==> src/rtl/wdt_recovery_pkg.sv <==
package wdt_recovery_pkg;

    typedef enum logic [2:0] {
        ST_IDLE    = 3'd0,
        ST_FIRST   = 3'd1,
        ST_ALERT   = 3'd2,
        ST_SOFTOFF = 3'd3,
        ST_RSTPEND = 3'd4,
        ST_WAKEPND = 3'd5,
        ST_FAILED  = 3'd6
    } seq_state_t;

endpackage

==> src/rtl/wdt_alert_pacer.sv <==
module wdt_alert_pacer #(
    parameter int CNT_W = 16
) (
    input  logic             clk,
    input  logic             rst_n,
    input  logic             active_i,
    input  logic [CNT_W-1:0] interval_i,
    output logic             strobe_o
);
    localparam logic [CNT_W-1:0] ONE = CNT_W'(1);

    logic [CNT_W-1:0] cnt_d, cnt_q;
    logic [CNT_W-1:0] last;

    always_comb begin
        last     = (interval_i == '0) ? '0 : interval_i - ONE;
        strobe_o = active_i && (cnt_q >= last);
        cnt_d    = cnt_q;
        if (!active_i || cnt_q >= last) begin
            cnt_d = '0;
        end else begin
            cnt_d = cnt_q + ONE;
        end
    end

    always_ff @(posedge clk or negedge rst_n) begin
        if (!rst_n) cnt_q <= '0;
        else        cnt_q <= cnt_d;
    end
endmodule

==> src/rtl/wdt_attempt_timer.sv <==
module wdt_attempt_timer #(
    parameter int CNT_W = 16
) (
    input  logic             clk,
    input  logic             rst_n,
    input  logic             run_i,
    input  logic [CNT_W-1:0] window_i,
    output logic             expired_o
);
    localparam logic [CNT_W-1:0] ONE = CNT_W'(1);

    logic [CNT_W-1:0] cnt_d, cnt_q;
    logic [CNT_W-1:0] last;

    always_comb begin
        last      = (window_i == '0) ? '0 : window_i - ONE;
        expired_o = run_i && (cnt_q >= last);
        cnt_d     = '0;
        if (run_i && cnt_q < last) cnt_d = cnt_q + ONE;
        else if (run_i)            cnt_d = cnt_q;
    end

    always_ff @(posedge clk or negedge rst_n) begin
        if (!rst_n) cnt_q <= '0;
        else        cnt_q <= cnt_d;
    end
endmodule

==> src/rtl/wdt_sticky_status.sv <==
module wdt_sticky_status (
    input  logic clk,
    input  logic rst_n,
    input  logic set_i,
    input  logic clr_i,
    output logic sts_o
);
    logic sts_d, sts_q;

    always_comb begin
        sts_d = (sts_q && !clr_i) || set_i;
    end

    always_ff @(posedge clk or negedge rst_n) begin
        if (!rst_n) sts_q <= 1'b0;
        else        sts_q <= sts_d;
    end

    assign sts_o = sts_q;
endmodule

==> src/rtl/wdt_recovery_ctrl.sv <==
module wdt_recovery_ctrl
    import wdt_recovery_pkg::*;
#(
    parameter int CNT_W = 16
) (
    input  logic             clk,
    input  logic             rst_n,
    input  logic             wdt_expire_i,
    input  logic             pwrgood_i,
    input  logic             mgmt_rst_cmd_i,
    input  logic             pwrbtn_ovr_i,
    input  logic             pwrbtn_press_i,
    input  logic             boot_ok_i,
    input  logic             sts_clr_i,
    input  logic [CNT_W-1:0] alert_interval_i,
    input  logic [CNT_W-1:0] boot_window_i,
    output logic             alert_strobe_o,
    output logic             second_to_sts_o,
    output logic             soft_off_o,
    output logic             wake_req_o,
    output logic             sys_reset_o,
    output logic [2:0]       state_o
);
    typedef struct packed {
        seq_state_t st;
        logic       pg;
    } ctrl_t;

    ctrl_t ctrl_d, ctrl_q;
    logic  rst_req;
    logic  second_evt;
    logic  attempt_run;
    logic  window_over;

    always_comb begin
        ctrl_d     = ctrl_q;
        ctrl_d.pg  = pwrgood_i;
        rst_req    = (ctrl_q.pg && !pwrgood_i) || mgmt_rst_cmd_i;
        second_evt = (ctrl_q.st == ST_FIRST) && wdt_expire_i;

        unique case (ctrl_q.st)
            ST_IDLE: begin
                if (wdt_expire_i) ctrl_d.st = ST_FIRST;
            end
            ST_FIRST: begin
                if (wdt_expire_i) ctrl_d.st = ST_ALERT;
            end
            ST_ALERT: begin
                if (rst_req)           ctrl_d.st = ST_RSTPEND;
                else if (pwrbtn_ovr_i) ctrl_d.st = ST_SOFTOFF;
            end
            ST_SOFTOFF: begin
                if (rst_req)             ctrl_d.st = ST_RSTPEND;
                else if (pwrbtn_press_i) ctrl_d.st = ST_WAKEPND;
            end
            ST_RSTPEND, ST_WAKEPND: begin
                if (boot_ok_i)        ctrl_d.st = ST_IDLE;
                else if (window_over) ctrl_d.st = ST_FAILED;
            end
            ST_FAILED: begin
                if (rst_req) ctrl_d.st = ST_RSTPEND;
            end
            default: ctrl_d.st = ST_IDLE;
        endcase
    end

    always_ff @(posedge clk or negedge rst_n) begin
        if (!rst_n) begin
            ctrl_q.st <= ST_IDLE;
            ctrl_q.pg <= 1'b1;
        end else begin
            ctrl_q <= ctrl_d;
        end
    end

    assign attempt_run = (ctrl_q.st == ST_RSTPEND) || (ctrl_q.st == ST_WAKEPND);

    wdt_sticky_status u_sts (
        .clk   (clk),
        .rst_n (rst_n),
        .set_i (second_evt),
        .clr_i (sts_clr_i),
        .sts_o (second_to_sts_o)
    );

    wdt_alert_pacer #(.CNT_W(CNT_W)) u_pacer (
        .clk        (clk),
        .rst_n      (rst_n),
        .active_i   (second_to_sts_o),
        .interval_i (alert_interval_i),
        .strobe_o   (alert_strobe_o)
    );

    wdt_attempt_timer #(.CNT_W(CNT_W)) u_timer (
        .clk       (clk),
        .rst_n     (rst_n),
        .run_i     (attempt_run),
        .window_i  (boot_window_i),
        .expired_o (window_over)
    );

    assign soft_off_o  = (ctrl_q.st == ST_SOFTOFF);
    assign wake_req_o  = (ctrl_q.st == ST_WAKEPND);
    assign sys_reset_o = (ctrl_q.st == ST_RSTPEND);
    assign state_o     = ctrl_q.st;
endmodule

==> config.mk <==
export PLATFORM = sky130hd
export DESIGN_NAME = wdt_recovery_ctrl
export DESIGN_NICKNAME = d
export VERILOG_FILES = /design/src/rtl/wdt_recovery_pkg.sv /design/src/rtl/wdt_alert_pacer.sv /design/src/rtl/wdt_attempt_timer.sv /design/src/rtl/wdt_sticky_status.sv /design/src/rtl/wdt_recovery_ctrl.sv
export SDC_FILE = /design/constraint.sdc
export NUM_CORES = 1
export LEC_CHECK = 0
export BUFFER_PORTS_ARGS = -buffer_cell sky130_fd_sc_hd__buf_4
export CAP_MARGIN = 20
export CORE_MARGIN = 3
export CORE_UTILIZATION = 55
export DETAILED_ROUTE_END_ITERATION = 12
export HOLD_SLACK_MARGIN = 0.1
export PLACE_DENSITY_LB_ADDON = 0.1
export SLEW_MARGIN = 0
export SYNTH_ARGS = -nofsm -noshare
export SYNTH_HDL_FRONTEND = slang
export SYNTH_SLANG_ARGS = --single-unit
==> constraint.sdc <==
create_clock -name clk -period 4.4 [get_ports clk]
set_input_delay 0.88 -clock clk [delete_from_list [all_inputs] [get_ports clk]]
set_output_delay 0.88 -clock clk [all_outputs]
set_load 0.005 [all_outputs]
; ---- Word level (Yosys, flattened, before mapping)
; Index checks and enable logic that the tools add are counted.
[totals]
ff_bits = 37
elab_cells = 58
input_bits = 41
[classes]
eq_ne = 13
n_lt_le_gt_ge = 3
n_mux = 15
n_reduce_logical = 18
add_sub_neg = 4
[ops]
columns = op, n
row1 = 16-bit 2-to-1 mux, 5
row2 = 16-bit by 1-bit adder with 16-bit output (second input constant), 2
row3 = 16-bit greater-or-equal comparator, 2
row4 = 16-bit logical NOT, 2
row5 = 16-bit by 1-bit subtractor with 16-bit output (second input constant), 2
row6 = 3-bit 2-to-1 mux, 9
row7 = 3-bit one-hot mux with 6 select lines, 1
row8 = 16-bit < comparator, 1
row9 = 3-bit == test (second input constant), 3
row10 = 2-bit inequality test (second input constant), 4
row11 = 3-bit by 2-bit == test with 1-bit output (second input constant), 2
row12 = 1-bit logical AND, 6
row13 = 3-bit by 2-bit inequality test with 1-bit output (second input constant), 2
row14 = 6-bit AND reduction, 1
row15 = 1-bit logical OR, 4
row16 = 3-bit by 1-bit == test with 1-bit output (second input constant), 1
row17 = 1-bit logical NOT, 3
row18 = 3-bit logical NOT, 1
row19 = 3-bit inequality test (second input constant), 1
row20 = 2-bit OR reduction, 1

; ---- Longest topological paths before layout
[logic_depth]
word_depth = 7
mapped_depth = 16
ltp_nobuf = 14

; ---- Cells and area by module
; A second synthesis with hierarchy kept.
[hier_totals]
cells_unflattened = 423
area_unflattened_um2 = 3589.7
[modules_own_cells]
columns = module, area_per_inst_um2, cells_each, seq_area_each_um2, instances
row1 = wdt_attempt_timer, 1705.4, 207, 400.4, 1
row2 = wdt_alert_pacer, 1550.2, 179, 400.4, 1
row3 = wdt_recovery_ctrl, 297.8, 34, 101.3, 1
row4 = wdt_sticky_status, 36.3, 3, 25.0, 1

; ---- Worst setup path before layout
; OpenSTA, ideal clock, no wires.
[synth_path]
kind = input -> output
start = input port alert_interval_i[4]
end = output port alert_strobe_o
slack_ns = 0.465
arrival_ns = 3.055
cell_stages = 12
n_path_buf = 0
path_cell_list = nor3_1 -> nand3_1 -> nor4_1 -> nand2_1 -> nor3_1 -> mux2i_1 -> ha_1 -> nand4_1 -> nor2_1 -> a221oi_1 -> o211ai_1 -> and2_1
[synth_between]
elab_chain_cells = 4
elab_cells_between_ends = 5
cone_classes = add/sub: 1 / order compare: 1 / mux: 1 / reduce/logical: 2
[synth_lines]
columns = element, line_no
row1 = start: declaration, wdt_recovery_ctrl.sv:15  ; input logic [CNT_W-1:0] alert_interval_i,
row2 = 16-bit by 1-bit subtractor with 16-bit output or 16-bit logical NOT (tied branches), wdt_alert_pacer.sv:16  ; last = (interval_i == '0) ? '0 : interval_i - ONE;
row3 = 16-bit 2-to-1 mux *, wdt_alert_pacer.sv:16
row4 = 16-bit greater-or-equal comparator *, wdt_alert_pacer.sv:17  ; strobe_o = active_i && (cnt_q >= last);
row5 = 1-bit logical AND *, wdt_alert_pacer.sv:17
row6 = end: declaration, wdt_recovery_ctrl.sv:17  ; output logic alert_strobe_o,
; Every way passes the cells marked *; elsewhere a longest branch is shown, timed or not.

; ---- Worst setup path after layout
; Same ends and word-level chain as after synthesis.

==> reports/summary.txt <==
Drt pass-1 iters - 4
Post-Synthesis Cells - 399
Register area share after synthesis - 28.5%
FMAX - 237 MHz
# diodes - 0
Crit-path slowest cell - ha_1
DR DRC count - 0
Final-layout fill cell count - 498
Worst-case clock skew - 0.00802 ns
Worst path max stage delay - 0.30 ns
Synth top area cells - dfrtp_1, ha_1, nand2_1, xnor2_1, xor2_1
Arrival @ worst endpoint - 3.34 ns
Clock slew at reported path FFs - 0.07 ns
Setup crit end kind - primary output
Max-Slew Margin vs Limit - 58.2%
Pin count of the biggest net entering global routing - 38
Crit start category - input port
Hpwl dp - 5.66 mm
Total chip power - 956 µW
CP top delay family - simple AND/OR/NAND/NOR gates
H-Tree Depth - 2
CP Class - in2out
Syn-to-layout area delta - 19.1%
Starting density of the core - 58.0%
PortBufs - 48
Yosys cell types - 50
Synth warn - 0
LEAKAGE - 1.77 nW
Chip height - 82.9 µm
Final slew viol count - 0
Bufs and invs on worst path - 3
DR vias/cell - 5.67
Non-Filler Instances - 522
Clk_lat worst skew - 0.29 ns
Clock sink count - 37
Worst path most repeated cell - buf_4
Routed len/inst - 14.0 µm
Core area - 5610 µm²
Status - finished clean
Min Tclk post-route - 4.22 ns
Register Area - 927 µm²
Req. time, crit path - 3.52 ns
Clock buffer depth - 2
Max_cap viols - 0
NumNets Final - 527
CTS tree - built
Global route total overflow - 0
Antenna violations before repair - 0
Clk root buf - clkbuf_8
Final setup viols - 0
Via count - 2958
Cell taking the most area after synthesis - dfrtp_1
Syn Std Cell Area - 3250 µm²
Area of the multi-input gates - 2280 µm²
Cts hold-fix bufs - 0
Crit path cell chain - buf_4, nor3_4, nand3_2, nor4_4, buf_4, nand2b_1, xnor2_1, nand2_1, ha_1, a211oi_2, o21ai_0, o311ai_1, o211ai_1, and2_1, buf_4
Gpl congestion - 0.797
Post-synth EDFFs - 0
Routed Antenna Nets - 0
Finished Cell Area - 3880 µm²
First-pass GRT wire length - 12.3 mm
Worst-margin pin slew - 0.627 ns
Syn Area/Cell - 8.16 µm²
Die ar. - 6880 µm²
Final WL - 7.29 mm
Primary FF master, synth - dfrtp_1
Placed instance area - 3690 µm²
Fin util - 69.1%
Top-area cell type share of the netlist area - 27.7%
Fin crit share - 96.0%
DR iter-0 viols - 133
Hold WC Path Type - reg2reg
Final Hold Fails - 0
Pwr per Cell Area - 247 nW/µm²
Core Rows - 27
Synthesized Nets - 477
I/O Pins - 49
Die width - 82.9 µm
# placed instances - 510
Setup tns final - 0 ns
Async set-reset flop share out of synthesis - 100%
GRT Overall Usage - 20.8%
Max FO, Critical Path - 3
Vias in the first global route - 2751
Max IR drop VDD - 0.204 mV
Layout cells sized above 1 - 17.8%
CTS Buf Count - 5
Yosys reg bits - 37
[worst paths after layout]
check                                    start                end  slack [ns]  depth (start not counted)
min                           u_pacer.cnt_q[0]   u_pacer.cnt_q[0]        0.52                          1
max                        alert_interval_i[4]     alert_strobe_o        0.18                         15
min reg2reg                   u_pacer.cnt_q[0]   u_pacer.cnt_q[0]        0.52                          1
max in group asynchronous                rst_n          ctrl_q[0]        3.51                          1
min in group asynchronous                rst_n  u_timer.cnt_q[10]        0.53                          1
max reg2reg                   u_timer.cnt_q[7]  u_timer.cnt_q[15]        1.79                          8
[per-stage QoR]
step | setup slack, ns | hold slack, ns
4_1_cts | 0.0139 | 0.521
3_3_place_gp | 0.0158 | 0.501
6_report | 0.175 | 0.522
5_1_grt | -0.0369 | 0.562
2_1_floorplan | 0.465 | 0.468
3_5_place_dp | -0.0526 | 0.511
[layout make-up]
cell class	count	share of cell area, %
clock inverter	2	0.258
clock buffer	6	1.87
timing repair buffer	59	11.7
tap	72	2.32
inverter	12	1.16
sequential	37	23.9
multi-input combinational	334	58.7
[routing by layer]
metal	wire length (µm)	global-route usage (%)
met5	0	0
met4	54	3.42
met3	221	3.57
met2	3280	33.2
met1	3730	30.0
[worst register-to-register path, stage by stage (launching register included)]
cell and delay (ns):
dfrtp_1 0.46, ha_1 0.37, a21oi_1 0.17, o21ai_1 0.08, a21o_1 0.20, or3_1 0.39
buf_12 0.18, or4_1 0.52, a21oi_1 0.16
[cells by family (layout without fill, tap and decap cells)]
kind of cell               after synthesis  after routing  share of synthesized area, %
DFF                                     37             37                          28.5
xor gates and xnor gates                37             37                          9.96
adders and majority gates               37             37                          14.2
muxes                                    4              4                          1.23
and+or+nand+nor                        180            180                          27.5
buffers and inverters                   28             79                          3.88
AOI/OAI and AO/OA                       76             76                          14.8
[state kept, by name, indices dropped and copies added, names as in the netlist]
name / cells
u_timer.cnt_q: 16
state_o: 3
u_sts.sts_o: 1
u_pacer.cnt_q: 16
ctrl_q: 1
[power by group]
group | total, mW | internal (mW) | switching (mW) | leakage [nW]
registers | 0.426 | 0.369 | 0.0577 | 0.507
logic | 0.297 | 0.142 | 0.155 | 1.22
clock network | 0.233 | 0.110 | 0.123 | 0.0450
total | 0.956 | 0.621 | 0.335 | 1.77
[layout by cell type (no fill, tap or decap), types with 7 or more instances in the layout]
| cell | instances |
|---|---|
| a21oi_1 | 20 |
| buf_4 | 58 |
| dfrtp_1 | 36 |
| ha_1 | 36 |
| inv_1 | 12 |
| nand2_1 | 54 |
| nand2b_1 | 8 |
| nand3_1 | 16 |
| nand4_1 | 8 |
| nor2_1 | 32 |
| nor3_1 | 15 |
| o21ai_0 | 20 |
| o31ai_1 | 7 |
| or4_1 | 8 |
| xnor2_1 | 20 |
| xor2_1 | 17 |
[synthesized netlist by cell type, types with 3 or more instances]
library cell  instances
a211oi_1              3
mux2i_1               4
o21ai_0              20
xnor2_1              20
or3_1                 7
dfrtp_1              36
nor2_1               34
and3_1                5
o31ai_1               7
nor4_1                6
nand3_1              17
inv_1                12
nor2b_1               3
xor2_1               17
nand4_1               8
ha_1                 37
o21a_1                6
o31a_1                3
clkbuf_1             10
or4_1                 8
buf_4                 3
nor3_1               19
a21oi_1              20
nand2_1              54
nand2b_1              8
[what timing repair did]
action | 4_1_cts | 5_1_grt
resized for setup | 1 | 15
setup endpoints to repair | 1 | 1
pin swaps | 0 | 7
cloned | 0 | 0
buffers inserted | 0 | 4
No activity file was read; power rests on OpenSTA's default activity.
